[src/rtl/hbus_pkg.sv]
package hbus_pkg;
  localparam int DW      = 8;
  localparam int AW      = 2;
  localparam int PW      = 3;
  localparam int NSLOT   = 2 ** PW;
  localparam int NGEN    = 5;
  localparam int MODE_W  = 2;
  localparam int STATE_W = 5;
  localparam int CTL_W   = 5;
  localparam int IX_SRST = 5;
  localparam int IX_MODE = 6;

  // direct locations
  localparam logic [AW-1:0] A_STAT = 2'b00;
  localparam logic [AW-1:0] A_DATA = 2'b01;
  localparam logic [AW-1:0] A_IND  = 2'b10;
  localparam logic [AW-1:0] A_CTRL = 2'b11;

  // control field positions inside ctl register {aa,ensio,sta,sto,si}
  localparam int C_SI    = 0;
  localparam int C_ENSIO = 3;

  typedef struct packed {
    logic [AW-1:0] addr;
    logic [DW-1:0] data;
  } wr_cmd_t;
endpackage

[src/rtl/hbus_sync.sv]
module hbus_sync #(
  parameter int            W       = 2,
  parameter int            STAGES  = 2,
  parameter logic [W-1:0]  RST_VAL = '1
) (
  input  logic         clk,
  input  logic         rst_n,
  input  logic [W-1:0] d,
  output logic [W-1:0] q
);
  logic [STAGES-1:0][W-1:0] st_q;
  logic [STAGES-1:0][W-1:0] st_n;

  always_comb begin
    st_n[0] = d;
    for (int i = 1; i < STAGES; i++) st_n[i] = st_q[i-1];
  end

  always_ff @(posedge clk or negedge rst_n) begin
    if (!rst_n) st_q <= {STAGES{RST_VAL}};
    else        st_q <= st_n;
  end

  assign q = st_q[STAGES-1];
endmodule

[src/rtl/hbus_wr_capture.sv]
module hbus_wr_capture
  import hbus_pkg::*;
(
  input  logic          clk,
  input  logic          rst_n,
  input  logic          ce_s,
  input  logic          wr_s,
  input  logic [AW-1:0] addr_raw,
  input  logic [DW-1:0] din_raw,
  output logic          commit,
  output wr_cmd_t       cmd
);
  logic    active;
  logic    act_q, act_n;
  wr_cmd_t hold_q, hold_n;

  assign active = ~ce_s & ~wr_s;

  always_comb begin
    act_n  = active;
    hold_n = hold_q;
    if (active) hold_n = '{addr: addr_raw, data: din_raw};
  end

  always_ff @(posedge clk or negedge rst_n) begin
    if (!rst_n) begin
      act_q  <= 1'b0;
      hold_q <= '0;
    end else begin
      act_q  <= act_n;
      hold_q <= hold_n;
    end
  end

  assign commit = act_q & ~active;
  assign cmd    = hold_q;

  p_commit_single_r2: assert property (@(posedge clk) disable iff (!rst_n)
    commit |=> !commit);
endmodule

[src/rtl/hbus_ind_bank.sv]
module hbus_ind_bank
  import hbus_pkg::*;
#(
  parameter logic [NGEN-1:0][DW-1:0] RST_VALS = '0,
  parameter logic [MODE_W-1:0]       MODE_RST = '0
) (
  input  logic                      clk,
  input  logic                      rst_n,
  input  logic                      wr_en,
  input  logic [PW-1:0]             idx,
  input  logic [DW-1:0]             wdata,
  output logic [DW-1:0]             rdata,
  output logic [NGEN-1:0][DW-1:0]   gen_q,
  output logic [MODE_W-1:0]         mode_q,
  output logic                      srst_pulse,
  output logic [DW-1:0]             srst_data
);
  // plain byte slots
  for (genvar g = 0; g < NGEN; g++) begin : g_slot
    logic          hit;
    logic [DW-1:0] nxt;
    assign hit = wr_en && (idx == PW'(g));
    always_comb nxt = hit ? wdata : gen_q[g];
    always_ff @(posedge clk or negedge rst_n) begin
      if (!rst_n) gen_q[g] <= RST_VALS[g];
      else        gen_q[g] <= nxt;
    end
  end

  // mode slot and reset strobe slot
  logic              mode_hit, srst_hit;
  logic [MODE_W-1:0] mode_n;
  logic [DW-1:0]     srst_data_n;

  assign mode_hit = wr_en && (idx == PW'(IX_MODE));
  assign srst_hit = wr_en && (idx == PW'(IX_SRST));

  always_comb begin
    mode_n      = mode_hit ? wdata[MODE_W-1:0] : mode_q;
    srst_data_n = srst_hit ? wdata : srst_data;
  end

  always_ff @(posedge clk or negedge rst_n) begin
    if (!rst_n) begin
      mode_q     <= MODE_RST;
      srst_pulse <= 1'b0;
      srst_data  <= '0;
    end else begin
      mode_q     <= mode_n;
      srst_pulse <= srst_hit;
      srst_data  <= srst_data_n;
    end
  end

  always_comb begin
    rdata = '0;
    for (int i = 0; i < NGEN; i++) if (idx == PW'(i)) rdata = gen_q[i];
    if (idx == PW'(IX_MODE)) rdata = {{(DW-MODE_W){1'b0}}, mode_q};
  end

  p_srst_single_r10: assert property (@(posedge clk) disable iff (!rst_n)
    srst_pulse |=> !srst_pulse);
  p_mode_hold_r11: assert property (@(posedge clk) disable iff (!rst_n)
    !mode_hit |=> $stable(mode_q));
endmodule

[src/rtl/hbus_regfile.sv]
module hbus_regfile
  import hbus_pkg::*;
#(
  parameter int          SYNC_STAGES = 2,
  parameter logic [7:0]  CNT_RST     = 8'h00,
  parameter logic [7:0]  OWN_RST     = 8'h00,
  parameter logic [7:0]  SCLL_RST    = 8'h9D,
  parameter logic [7:0]  SCLH_RST    = 8'h86,
  parameter logic [7:0]  TMO_RST     = 8'hFF,
  parameter logic [1:0]  MODE_RST    = 2'b00
) (
  input  logic        clk,
  input  logic        rst_n,
  input  logic        bus_ce_n,
  input  logic        bus_wr_n,
  input  logic        bus_rd_n,
  input  logic [1:0]  bus_addr,
  input  logic [7:0]  bus_din,
  output logic [7:0]  bus_dout,
  output logic        bus_doe,
  input  logic [4:0]  eng_state,
  input  logic        eng_si_set,
  input  logic        eng_rx_we,
  input  logic [7:0]  eng_rx_data,
  output logic [7:0]  ctrl_q,
  output logic [7:0]  data_q,
  output logic [7:0]  cnt_q,
  output logic [7:0]  own_q,
  output logic [7:0]  scll_q,
  output logic [7:0]  sclh_q,
  output logic [7:0]  tmo_q,
  output logic [1:0]  mode_q,
  output logic        srst_pulse,
  output logic [7:0]  srst_data,
  output logic        int_pull
);
  localparam logic [NGEN-1:0][DW-1:0] GEN_RST = {TMO_RST, SCLH_RST, SCLL_RST, OWN_RST, CNT_RST};
  localparam int PAD_W = DW - CTL_W;

  // strobe synchronizer: bit1 = chip select, bit0 = write
  logic [1:0] strb_s;
  hbus_sync #(.W(2), .STAGES(SYNC_STAGES), .RST_VAL(2'b11)) u_sync (
    .clk (clk), .rst_n (rst_n), .d ({bus_ce_n, bus_wr_n}), .q (strb_s)
  );

  logic    commit;
  wr_cmd_t cmd;
  hbus_wr_capture u_cap (
    .clk (clk), .rst_n (rst_n), .ce_s (strb_s[1]), .wr_s (strb_s[0]),
    .addr_raw (bus_addr), .din_raw (bus_din), .commit (commit), .cmd (cmd)
  );

  logic wr_ptr, wr_dat, wr_ind, wr_ctl;
  assign wr_ptr = commit && (cmd.addr == A_STAT);
  assign wr_dat = commit && (cmd.addr == A_DATA);
  assign wr_ind = commit && (cmd.addr == A_IND);
  assign wr_ctl = commit && (cmd.addr == A_CTRL);

  // direct registers
  logic [PW-1:0]    ptr_q, ptr_n;
  logic [DW-1:0]    dat_q, dat_n;
  logic [CTL_W-1:0] ctl_q, ctl_n;
  logic             int_q, int_n;

  always_comb begin
    ptr_n = wr_ptr ? cmd.data[PW-1:0] : ptr_q;
    dat_n = dat_q;
    if (eng_rx_we) dat_n = eng_rx_data;
    if (wr_dat)    dat_n = cmd.data;
    ctl_n = ctl_q;
    if (wr_ctl) begin
      ctl_n[CTL_W-1:1] = cmd.data[DW-1:PAD_W+1];
      if (!cmd.data[PAD_W]) ctl_n[C_SI] = 1'b0;
    end
    if (eng_si_set) ctl_n[C_SI] = 1'b1;
    int_n = ctl_n[C_SI] & ctl_n[C_ENSIO];
  end

  always_ff @(posedge clk or negedge rst_n) begin
    if (!rst_n) begin
      ptr_q <= '0;
      dat_q <= '0;
      ctl_q <= '0;
      int_q <= 1'b0;
    end else begin
      ptr_q <= ptr_n;
      dat_q <= dat_n;
      ctl_q <= ctl_n;
      int_q <= int_n;
    end
  end

  // indirect bank
  logic [DW-1:0]           ind_rdata;
  logic [NGEN-1:0][DW-1:0] gen_q;
  hbus_ind_bank #(.RST_VALS(GEN_RST), .MODE_RST(MODE_RST)) u_bank (
    .clk (clk), .rst_n (rst_n), .wr_en (wr_ind), .idx (ptr_q), .wdata (cmd.data),
    .rdata (ind_rdata), .gen_q (gen_q), .mode_q (mode_q),
    .srst_pulse (srst_pulse), .srst_data (srst_data)
  );

  // read path, combinational from the raw bus
  always_comb begin
    unique case (bus_addr)
      A_STAT:  bus_dout = {eng_state, {(DW-STATE_W){1'b0}}};
      A_DATA:  bus_dout = dat_q;
      A_IND:   bus_dout = ind_rdata;
      default: bus_dout = {ctl_q, {PAD_W{1'b0}}};
    endcase
  end
  assign bus_doe = ~bus_ce_n & ~bus_rd_n;

  assign ctrl_q   = {ctl_q, {PAD_W{1'b0}}};
  assign data_q   = dat_q;
  assign cnt_q    = gen_q[0];
  assign own_q    = gen_q[1];
  assign scll_q   = gen_q[2];
  assign sclh_q   = gen_q[3];
  assign tmo_q    = gen_q[4];
  assign int_pull = int_q;

  p_si_set_r8: assert property (@(posedge clk) disable iff (!rst_n)
    eng_si_set |=> ctl_q[C_SI]);
  p_int_gate_r12: assert property (@(posedge clk) disable iff (!rst_n)
    int_pull |-> (ctl_q[C_SI] && ctl_q[C_ENSIO]));
  p_ptr_hold_r5: assert property (@(posedge clk) disable iff (!rst_n)
    !wr_ptr |=> $stable(ptr_q));
  p_data_hold_r6: assert property (@(posedge clk) disable iff (!rst_n)
    (!wr_dat && !eng_rx_we) |=> $stable(dat_q));
endmodule

[config.mk]
export PLATFORM = sky130hd
export DESIGN_NAME = hbus_regfile
export DESIGN_NICKNAME = d
export VERILOG_FILES = /design/src/rtl/hbus_pkg.sv /design/src/rtl/hbus_sync.sv /design/src/rtl/hbus_wr_capture.sv /design/src/rtl/hbus_ind_bank.sv /design/src/rtl/hbus_regfile.sv
export SDC_FILE = /design/constraint.sdc
export NUM_CORES = 1
export LEC_CHECK = 0
export ABC_AREA = 1
export BUFFER_PORTS_ARGS = -buffer_cell sky130_fd_sc_hd__buf_2
export CORE_ASPECT_RATIO = 1.1
export CORE_MARGIN = 8
export CORE_UTILIZATION = 50
export CTS_CLUSTER_SIZE = 24
export DETAILED_ROUTE_END_ITERATION = 7
export PLACE_DENSITY = 0.78
export SKIP_CTS_REPAIR_TIMING = 1
export SYNTH_ARGS = -nofsm -noshare
export SYNTH_HDL_FRONTEND = slang
export SYNTH_SLANG_ARGS = --single-unit
export TNS_END_PERCENT = 100
[constraint.sdc]
create_clock -name clk -period 1.7 [get_ports clk]
set_input_delay 0.34 -clock clk [delete_from_list [all_inputs] [get_ports clk]]
set_output_delay 0.34 -clock clk [all_outputs]
set_load 0.05 [all_outputs]
==> results of run 1 <==
layout by cell type (no fill, tap or decap):
cell type | netlist | routed
buf_12 | 0 | 1
buf_4 | 3 | 39
clkinvlp_4 | 0 | 2
clkbuf_1 | 3 | 1
o211ai_1 | 8 | 8
dlygate4sd3_1 | 0 | 1
nand2_1 | 142 | 128
dfstp_2 | 20 | 20
nand4_1 | 5 | 5
o21ai_2 | 0 | 1
inv_1 | 35 | 31
conb_1 | 1 | 3
a21oi_4 | 0 | 1
nand3_2 | 0 | 1
clkbuf_8 | 0 | 11
nor2_4 | 1 | 4
dfrtp_2 | 0 | 3
nor2_2 | 1 | 10
buf_2 | 8 | 94
nor4_4 | 1 | 1
inv_4 | 0 | 1
buf_6 | 1 | 8
or2_2 | 3 | 3
clkinv_2 | 0 | 2
a21oi_1 | 10 | 7
nor2_1 | 33 | 21
a21oi_2 | 0 | 2
nand2_4 | 0 | 3
inv_2 | 0 | 3
nand3_1 | 28 | 27
buf_8 | 0 | 2
nand2_2 | 0 | 11
dfrtp_1 | 63 | 60
o21ai_0 | 69 | 68
worst max-delay path by stage:
stage / to / slack, ns
detailed placement: bus_dout[2] / -0.21
global placement: bus_dout[2] / -0.14
finish: bus_dout[0] / -0.48
CTS: bus_dout[2] / -0.60
global route: bus_dout[2] / -0.57
floorplan: bus_dout[3] / -0.13
layer usage:
layer / routed length (um) / GRT usage [%] / vias up
li1: - / - / 1695
met1: 4420 / 24.9 / 1712
met2: 5830 / 36.3 / 180
met3: 943 / 5.81 / 44
met4: 526 / 9.10 / 0
met5: 0 / 0 / -
final cells by class:
| cell class | instances | area [um2] | area share, % |
|---|---|---|---|
| flip-flops and latches | 83 | 2110 | 42.8 |
| multi-input cells | 304 | 1480 | 30.0 |
| repair buffers | 145 | 913 | 18.6 |
| clock buffers | 12 | 155 | 3.16 |
| inverters | 35 | 134 | 2.72 |
| well taps | 85 | 106 | 2.16 |
| clock inverters | 4 | 25.0 | 0.509 |
worst max-delay path, delay by kind of cell (launching register included):
| kind | cells | cell delay (ns) |
|---|---|---|
| simple gates | 8 | 0.77 |
| buf+inv | 2 | 0.24 |
| flops | 1 | 0.47 |
sequential cells by signal, indices dropped and copies added (netlist names):
register	count
u_bank.mode_q	2
u_sync.q	2
ctl_q	5
u_bank.srst_pulse	1
u_bank.srst_data	8
data_q	8
u_bank.gen_q	40
ptr_q	3
u_cap.cmd	10
u_cap.act_q	1
u_sync.st_n	2
int_pull	1
synthesized netlist by cell type (all sizes together):
cell	count	area, um2
nand4	5	31.3
buf	12	73.8
dfstp	20	526
nor2	35	141
nand3	28	140
inv	35	131
or2	3	18.8
conb	1	3.75
a21oi	10	50.1
o21ai	69	345
o211ai	8	60.1
clkbuf	3	11.3
nor4	1	21.3
nand2	142	533
dfrtp	63	1580
through the flow:
stage | util (%) | cell area, um2
finish | 69.7 | 4910
global route | 69.7 | 4910
floorplan | - | 3710
global placement | 64.3 | 4530
detailed placement | 64.3 | 4530
CTS | 66.9 | 4710
cell families (layout without fill, tap and decap cells):
group           count (synthesis)  count (layout)
buf+inv                        50             196
compound gates                 87              87
simple gates                  214             214
flops                          83              83
other cells                     1               3
where the power goes:
part / switching (uW) / internal, uW / total, uW
sequential: 320 / 2350 / 2670
clock: 705 / 606 / 1310
combinational: 2200 / 880 / 3080
total: 3220 / 3840 / 7060
==> flow_summary.ini, run 1 <==
[yosys]
synth-compound-area-share_pct = 12.4
ys_warn_count = 0
synthSimpleGateAreaFrac_pct = 24.2
syn-mean-instance-area_um2 = 8.42
ys_ff_latch = 83
synthXorXnorAreaFrac_pct = 0
ys_seq_area_share_pct = 57.4
synth-adder-area-share_pct = 0
synthCells = 435
synth.area.mux_share_pct = 0
synth_cell_types = 19
synth_top_family_by_area = simple AND/OR/NAND/NOR gates
netlist_area_um2 = 3660

[setup_path]
required_ns = 1.36
r2r_cells = 7
cp_cell_sequence = nor2_4, nand2_2, inv_2, nand2_1, nand3_1, nand2_1, nand3_1, nand2_1, nand2_4, buf_6
arrival_ns = 1.84
worstSetupEndpointType = output pin
r2r_end = u_bank.srst_data[6]
max_stage_delay_ns = 0.47
crit_top_cell = nand2_1
path_max_fanout = 6
startpoint_type = flop
rr_startpoint = u_sync.q[1]
crit_start = ptr_q[0]
worst-setup-path-type = reg -> out
slowest_stage = dfrtp_2
reg2reg_slack_ns = 0.20

[grt]
grt_pass1_wl_um = 17700
grt_max_degree = 34
grt_pass1_vias = 3444
track_usage_pct = 21.4
grt_overflow = 0
antenna_found_initial = 0

[layout]
instances_no_fill = 668
fillers = 554
area_delta_synth_final_pct = 34.2
antenna_cells = 0
layout-drive-gt1-share_pct = 38.3
final_nets = 608

[outcome]
outcome = finished, violations left
violations = setup timing

[floorplan]
fp.dieH_um = 106
rows = 32
initial_core_util_pct = 52.0
die_w_um = 97.6
ioPinCount = 107
core_area_um2 = 7050
die_area_um2 = 10300

[pwr]
p_leak_uw = 0.00253
cellPowerDensity_nw_per_um2 = 1440
fin_total_pwr_uw = 7060
ir_drop_v = 0.000837

[clock_tree]
worst_skew_pair.late_latency_ns = 0.36
numClockSinks = 83
root_buffer = clkbuf_8
cts_buffers = 9
cts_tree = built
cts_htree_levels = 3
clk_pin_slew_ns = 0.08
clockBufferDepth = 2

[job]
max-cap-violations = 0

[timing]
whs_ns = 0.0801
worst_pin_slew_ns = 0.545
rsz0062_at_grt = yes
fin_skew_ns = 0.0103
period_needed_ns = 2.18
setup_viol = 8
fmax_mhz = 458
setup-tns-final_ns = -3.49
period_share_pct = 128
timing.final.hold_violations = 0
max_slew_margin_pct = 63.6
setup_ws_ns = -0.482
finalMaxSlewViolations = 0

[min_path]
holdPathStages = 1
hold_class = in -> reg
holdPathEnd = u_sync.st_n[2]
worstHoldStart = bus_wr_n

[routing]
num_vias = 3631
routed_via_density = 5.44
wl_per_cell_um = 17.5
antenna_left = 0
drtIter0Drc = 318
drc = 0
first_pass_iters = 5
routed_wl_um = 11700

[place]
place_ws_ns = -0.213
port_buffers = 103
gp_congestion = 0.886
place_hpwl_um = 8140
placed_cells = 647
(Power assumes the default switching activity.)
==> inputs of run 2 (changes only) <==
--- a/config.mk
+++ b/config.mk
@@ -8,11 +8,12 @@
 export ABC_AREA = 1
 export BUFFER_PORTS_ARGS = -buffer_cell sky130_fd_sc_hd__buf_2
 export CORE_ASPECT_RATIO = 1.1
-export CORE_MARGIN = 8
+export CORE_MARGIN = 2
 export CORE_UTILIZATION = 50
 export CTS_CLUSTER_SIZE = 24
 export DETAILED_ROUTE_END_ITERATION = 7
 export PLACE_DENSITY = 0.78
+export RECOVER_POWER = 100
 export SKIP_CTS_REPAIR_TIMING = 1
 export SYNTH_ARGS = -nofsm -noshare
 export SYNTH_HDL_FRONTEND = slang
==> run 2 against run 1 <==
Wire length is 9.5% lower. Critical path depth unchanged. The flow still finishes with violations (setup timing). Maximum frequency rose by 0.85%. Sequential share of layout area up 0.14 points. Core utilization shrank 0.23 points. Critical endpoint is now bus_dout[2]. Die area fell by 22%. Global-route usage is 4.7 points higher. Non-clock buffer count shrank 6. Setup slack better by 0.018 ns. Clock power up 31%. Critical path type unchanged.
==> flow_summary.ini, run 2 (same netlist as run 1, synthesis figures left out) <==
[clock_tree]
clockBufferDepth = 2
worst_skew_pair.late_latency_ns = 0.37
cts_tree = built
cts_htree_levels = 3
numClockSinks = 83
cts_buffers = 9
clk_pin_slew_ns = 0.08
root_buffer = clkbuf_8

[layout]
largest_reg_flops = 40
final_nets = 602
area_delta_synth_final_pct = 33.7
layout-drive-gt1-share_pct = 34.0
largest_register = u_bank.gen_q
antenna_cells = 0
final_common_cell = nand2_1
postLayoutCellArea_um2 = 4900
most-common-layout-cells = nand2_1 (126), o21ai_0 (67), dfrtp_1 (60), buf_2 (50), inv_1 (31)
instances_no_fill = 662

[setup_path]
rr_startpoint = u_sync.q[0]
reg2reg_slack_ns = -0.13
arrival_ns = 1.82
worst-setup-path-type = reg -> out
r2r_cells = 7
startpoint_type = flop
required_ns = 1.36
r2r_end = u_bank.gen_q[2]
worstSetupEndpointType = output pin
path_max_fanout = 5

[grt]
grt_overflow = 0
grt_pass1_vias = 3199
grt_max_degree = 32
grt_pass1_wl_um = 15900
track_usage_pct = 26.1
antenna_found_initial = 0

[routing]
drtIter0Drc = 279
wl_per_cell_um = 16.0
num_vias = 3586
drc = 0
antenna_left = 0
routed_wl_um = 10600
routed_via_density = 5.42
first_pass_iters = 6

[timing]
period_needed_ns = 2.16
rsz0062_at_grt = yes
setup-tns-final_ns = -4.93
max_slew_margin_pct = 49.4
fmax_mhz = 462
worst_pin_slew_ns = 0.759
period_share_pct = 127
whs_ns = 0.0622
finalMaxSlewViolations = 0
setup_viol = 34
timing.final.hold_violations = 0
setup_ws_ns = -0.464
fin_skew_ns = 0.00909

[outcome]
violations = setup timing
outcome = finished, violations left

[pwr]
fin_total_pwr_uw = 7380
swShare_pct = 43.6
pwr-share-comb_pct = 40.5
power.switching_uw = 3220
seq_power_share_pct = 36.3
p_clk_share_pct = 23.1
cellPowerDensity_nw_per_um2 = 1510
ir_drop_v = 0.000834
internal_power_uw = 4160
p_leak_uw = 0.00245

[place]
place_hpwl_um = 7310
placed_cells = 644
gp_congestion = 0.919
port_buffers = 103
placed_area_um2 = 4510

[min_path]
holdPathStages = 1
worstHoldStart = bus_ce_n
hold_class = in -> reg
holdPathEnd = u_sync.st_n[3]

[floorplan]
ioPinCount = 107
die_area_um2 = 8030
core_area_um2 = 7050
rows = 32
fp.dieH_um = 93.8
initial_core_util_pct = 52.0
die_w_um = 85.6

[job]
max-cap-violations = 0
==> run 2: per-layer routing <==
metal | vias up | GRT usage, % | routed length [um]
li1 | 1677 | - | -
met1 | 1681 | 34.9 | 4360
met2 | 180 | 41.5 | 5220
met3 | 48 | 3.69 | 622
met4 | 0 | 13.1 | 410
met5 | - | 0 | 0
==> run 2: cell type report <==
cell class | instances | area, um2
Fill cell | 535 | 2150
Inverter | 35 | 136
Tap cell | 85 | 106
Multi-Input combinational cell | 304 | 1490
Clock inverter | 6 | 113
Timing Repair Buffer | 139 | 821
Sequential cell | 83 | 2110
Clock buffer | 10 | 128
==> run 2: through the flow <==
stage	utilization (%)	setup slack, ns
3_3_place_gp	64.0	-0.141
4_1_cts	67.4	-0.579
3_5_place_dp	64.0	-0.181
2_1_floorplan	-	-0.134
6_report	69.5	-0.464
5_1_grt	69.5	-0.562
==> run 2: worst max-delay path: stages, from the launching register on <==
cell	delay [ns]
dfrtp_2	0.46
inv_4	0.09
nand2_2	0.07
nor2_4	0.18
nand2_1	0.10
nand3_2	0.10
o21ai_2	0.06
nand2_1	0.10
nand2_1	0.08
nand2_2	0.08
buf_8	0.14
==> run 2: worst max-delay path by stage <==
stage              from           to  depth (start not counted)
3_3_place_gp   ptr_q[0]  bus_dout[2]                         10
5_1_grt        ptr_q[1]  bus_dout[2]                         10
4_1_cts        ptr_q[0]  bus_dout[2]                         10
3_5_place_dp   ptr_q[1]  bus_dout[5]                          9
6_report       ptr_q[1]  bus_dout[2]                         10
2_1_floorplan  ptr_q[0]  bus_dout[3]                          7
==> run 2: power groups by stage <==
stage / Sequential, uW / Combinational, uW / Clock, uW
floorplan: 3570 / 956 / 0
global placement: 2660 / 2670 / 0
detailed placement: 2660 / 2720 / 0
CTS: 2630 / 2730 / 1710
global route: 2720 / 3180 / 1790
finish: 2680 / 2990 / 1710
==> inputs of run 3 (changes only) <==
--- a/config.mk
+++ b/config.mk
@@ -6,13 +6,13 @@
 export NUM_CORES = 1
 export LEC_CHECK = 0
 export ABC_AREA = 1
+export ABC_CLOCK_PERIOD_IN_PS = 1700
 export BUFFER_PORTS_ARGS = -buffer_cell sky130_fd_sc_hd__buf_2
 export CORE_ASPECT_RATIO = 1.1
 export CORE_MARGIN = 2
-export CORE_UTILIZATION = 50
+export CORE_UTILIZATION = 40
 export CTS_CLUSTER_SIZE = 24
 export DETAILED_ROUTE_END_ITERATION = 7
-export PLACE_DENSITY = 0.78
 export RECOVER_POWER = 100
 export SKIP_CTS_REPAIR_TIMING = 1
 export SYNTH_ARGS = -nofsm -noshare
==> run 3 against run 2 <==
The run still ends with setup timing left. Flip-flop and latch count did not move. Highest routed layer unchanged. Maximum frequency rose by 0.16%. Sequential power barely moved.
==> flow_summary.ini, run 3 (same netlist as run 1, synthesis figures left out) <==
[timing]
fmax_mhz = 463
setup_ws_ns = -0.460
setup_viol = 11
fin_skew_ns = 0.00649
timing.final.hold_violations = 0
max_slew_margin_pct = 50.2
whs_ns = 0.0784
worst_pin_slew_ns = 0.747
rsz0062_at_grt = yes
finalMaxSlewViolations = 0
period_share_pct = 127
period_needed_ns = 2.16

[pwr]
cellPowerDensity_nw_per_um2 = 1450
pwr-share-comb_pct = 42.6
swShare_pct = 44.5
ir_drop_v = 0.00102
internal_power_uw = 4000
seq_power_share_pct = 37.4
power.switching_uw = 3210
p_clk_share_pct = 20.1
p_leak_uw = 0.00242

[routing]
drt-met1-wl_um = 4620
num_vias = 3387
route.met2.wl_um = 5350
drc = 0
top_layer = met4
routed_via_density = 4.88
routed_wl_um = 10700
drtIter0Drc = 155
antenna_left = 0
wl_met3_um = 464
wl_per_cell_um = 15.4
first_pass_iters = 4

[clock_tree]
numClockSinks = 83
root_buffer = clkbuf_8
worst_skew_pair.late_latency_ns = 0.35
cts_buffers = 9
cts_tree = built
cts_htree_levels = 3
clockBufferDepth = 2
clk_pin_slew_ns = 0.08

[setup_path]
startpoint_type = flop
path_max_fanout = 4
r2r_end = ptr_q[2]
rr_startpoint = u_sync.q[0]
required_ns = 1.36
arrival_ns = 1.82
worst-setup-path-type = reg -> out
r2r_cells = 5
worstSetupEndpointType = output pin
reg2reg_slack_ns = -0.08

[layout]
largest_reg_flops = 40
antenna_cells = 0
area_delta_synth_final_pct = 35.6
final_common_cell = nand2_1
fillers = 838
ff_latch_area_um2 = 2110
most-common-layout-cells = nand2_1 (125), o21ai_0 (67), dfrtp_1 (60), clkbuf_2 (42)
multi_input_area_um2 = 1540
largest_register = u_bank.gen_q
layout-drive-gt1-share_pct = 34.1
final_nets = 605
instances_no_fill = 694

[floorplan]
fp.dieH_um = 104
die_area_um2 = 9940
initial_core_util_pct = 41.3
core_area_um2 = 8870
die_w_um = 95.2
ioPinCount = 107
rows = 36

[grt]
grt_max_degree = 31
grt_pass1_vias = 3178
grt_pass1_wl_um = 16400
antenna_found_initial = 0
grt_overflow = 0
track_usage_pct = 21.9

[min_path]
holdPathStages = 1
hold_class = in -> reg
holdPathEnd = u_sync.st_n[3]
worstHoldStart = bus_ce_n

[outcome]
violations = setup timing
outcome = finished, violations left

[place]
gp_congestion = 0.913
port_buffers = 103
place_hpwl_um = 7520
placed_cells = 673

[job]
max-cap-violations = 0
==> run 3: cell types whose count changed in the layout (fill, tap and decap cells not counted), sizes merged <==
cell    previous run  this run
inv               36        34
buf               91        72
bufinv             3         1
clkbuf            57        83
==> run 3: how the worst max path moves through the flow <==
stage / from / end / slack, ns / cells past startpoint
floorplan: ptr_q[0] / bus_dout[3] / -0.13 / 7
global placement: ptr_q[0] / bus_dout[2] / -0.18 / 10
detailed placement: ptr_q[1] / bus_dout[0] / -0.25 / 9
CTS: ptr_q[1] / bus_dout[0] / -0.63 / 9
global route: ptr_q[1] / bus_dout[5] / -0.55 / 8
finish: ptr_q[1] / bus_dout[5] / -0.46 / 8
==> run 3: area by class of cell <==
cell class	instances	share of cell area, %
clock buffers	14	3.30
well taps	114	2.87
clock inverters	2	0.705
flip-flops and latches	83	42.4
inverters	35	2.85
multi-input cells	304	31.0
repair buffers	142	16.9
==> run 3: per-layer routing <==
metal / vias up / GRT usage (%)
met5: - / 0
met4: 0 / 7.35
met3: 22 / 4.13
met2: 88 / 36.0
met1: 1592 / 28.8
li1: 1685 / -
==> run 3: metrics by stage <==
step / util, % / setup WS [ns] / total power (uW) / area (um2) / setup TNS [ns]
after floorplan: - / -0.134 / 4520 / 3710 / -0.468
after global placement: 51.4 / -0.181 / 5360 / 4560 / -1.24
after detailed placement: 51.4 / -0.247 / 5400 / 4560 / -1.64
after CTS: 53.6 / -0.635 / 6840 / 4760 / -4.76
after global routing: 56.0 / -0.548 / 7590 / 4970 / -8.27
final: 56.0 / -0.460 / 7210 / 4970 / -3.60
==> run 3: power by group through the flow <==
stage | clock network (uW) | logic [uW] | registers, uW
finish | 1450 | 3070 | 2690
global route | 1570 | 3290 | 2740
CTS | 1470 | 2720 | 2650
detailed placement | 0 | 2720 | 2680
global placement | 0 | 2690 | 2670
floorplan | 0 | 956 | 3570
==> run 3: worst max-delay path, cell delays in order, from the launching register on <==
cell and delay, ns:
dfrtp_2 0.46, nor2_4 0.25, nand3_2 0.09, nand3_1 0.16, nand2_2 0.06, nand2_1 0.07
nand2_2 0.06, a21oi_4 0.14, buf_6 0.17
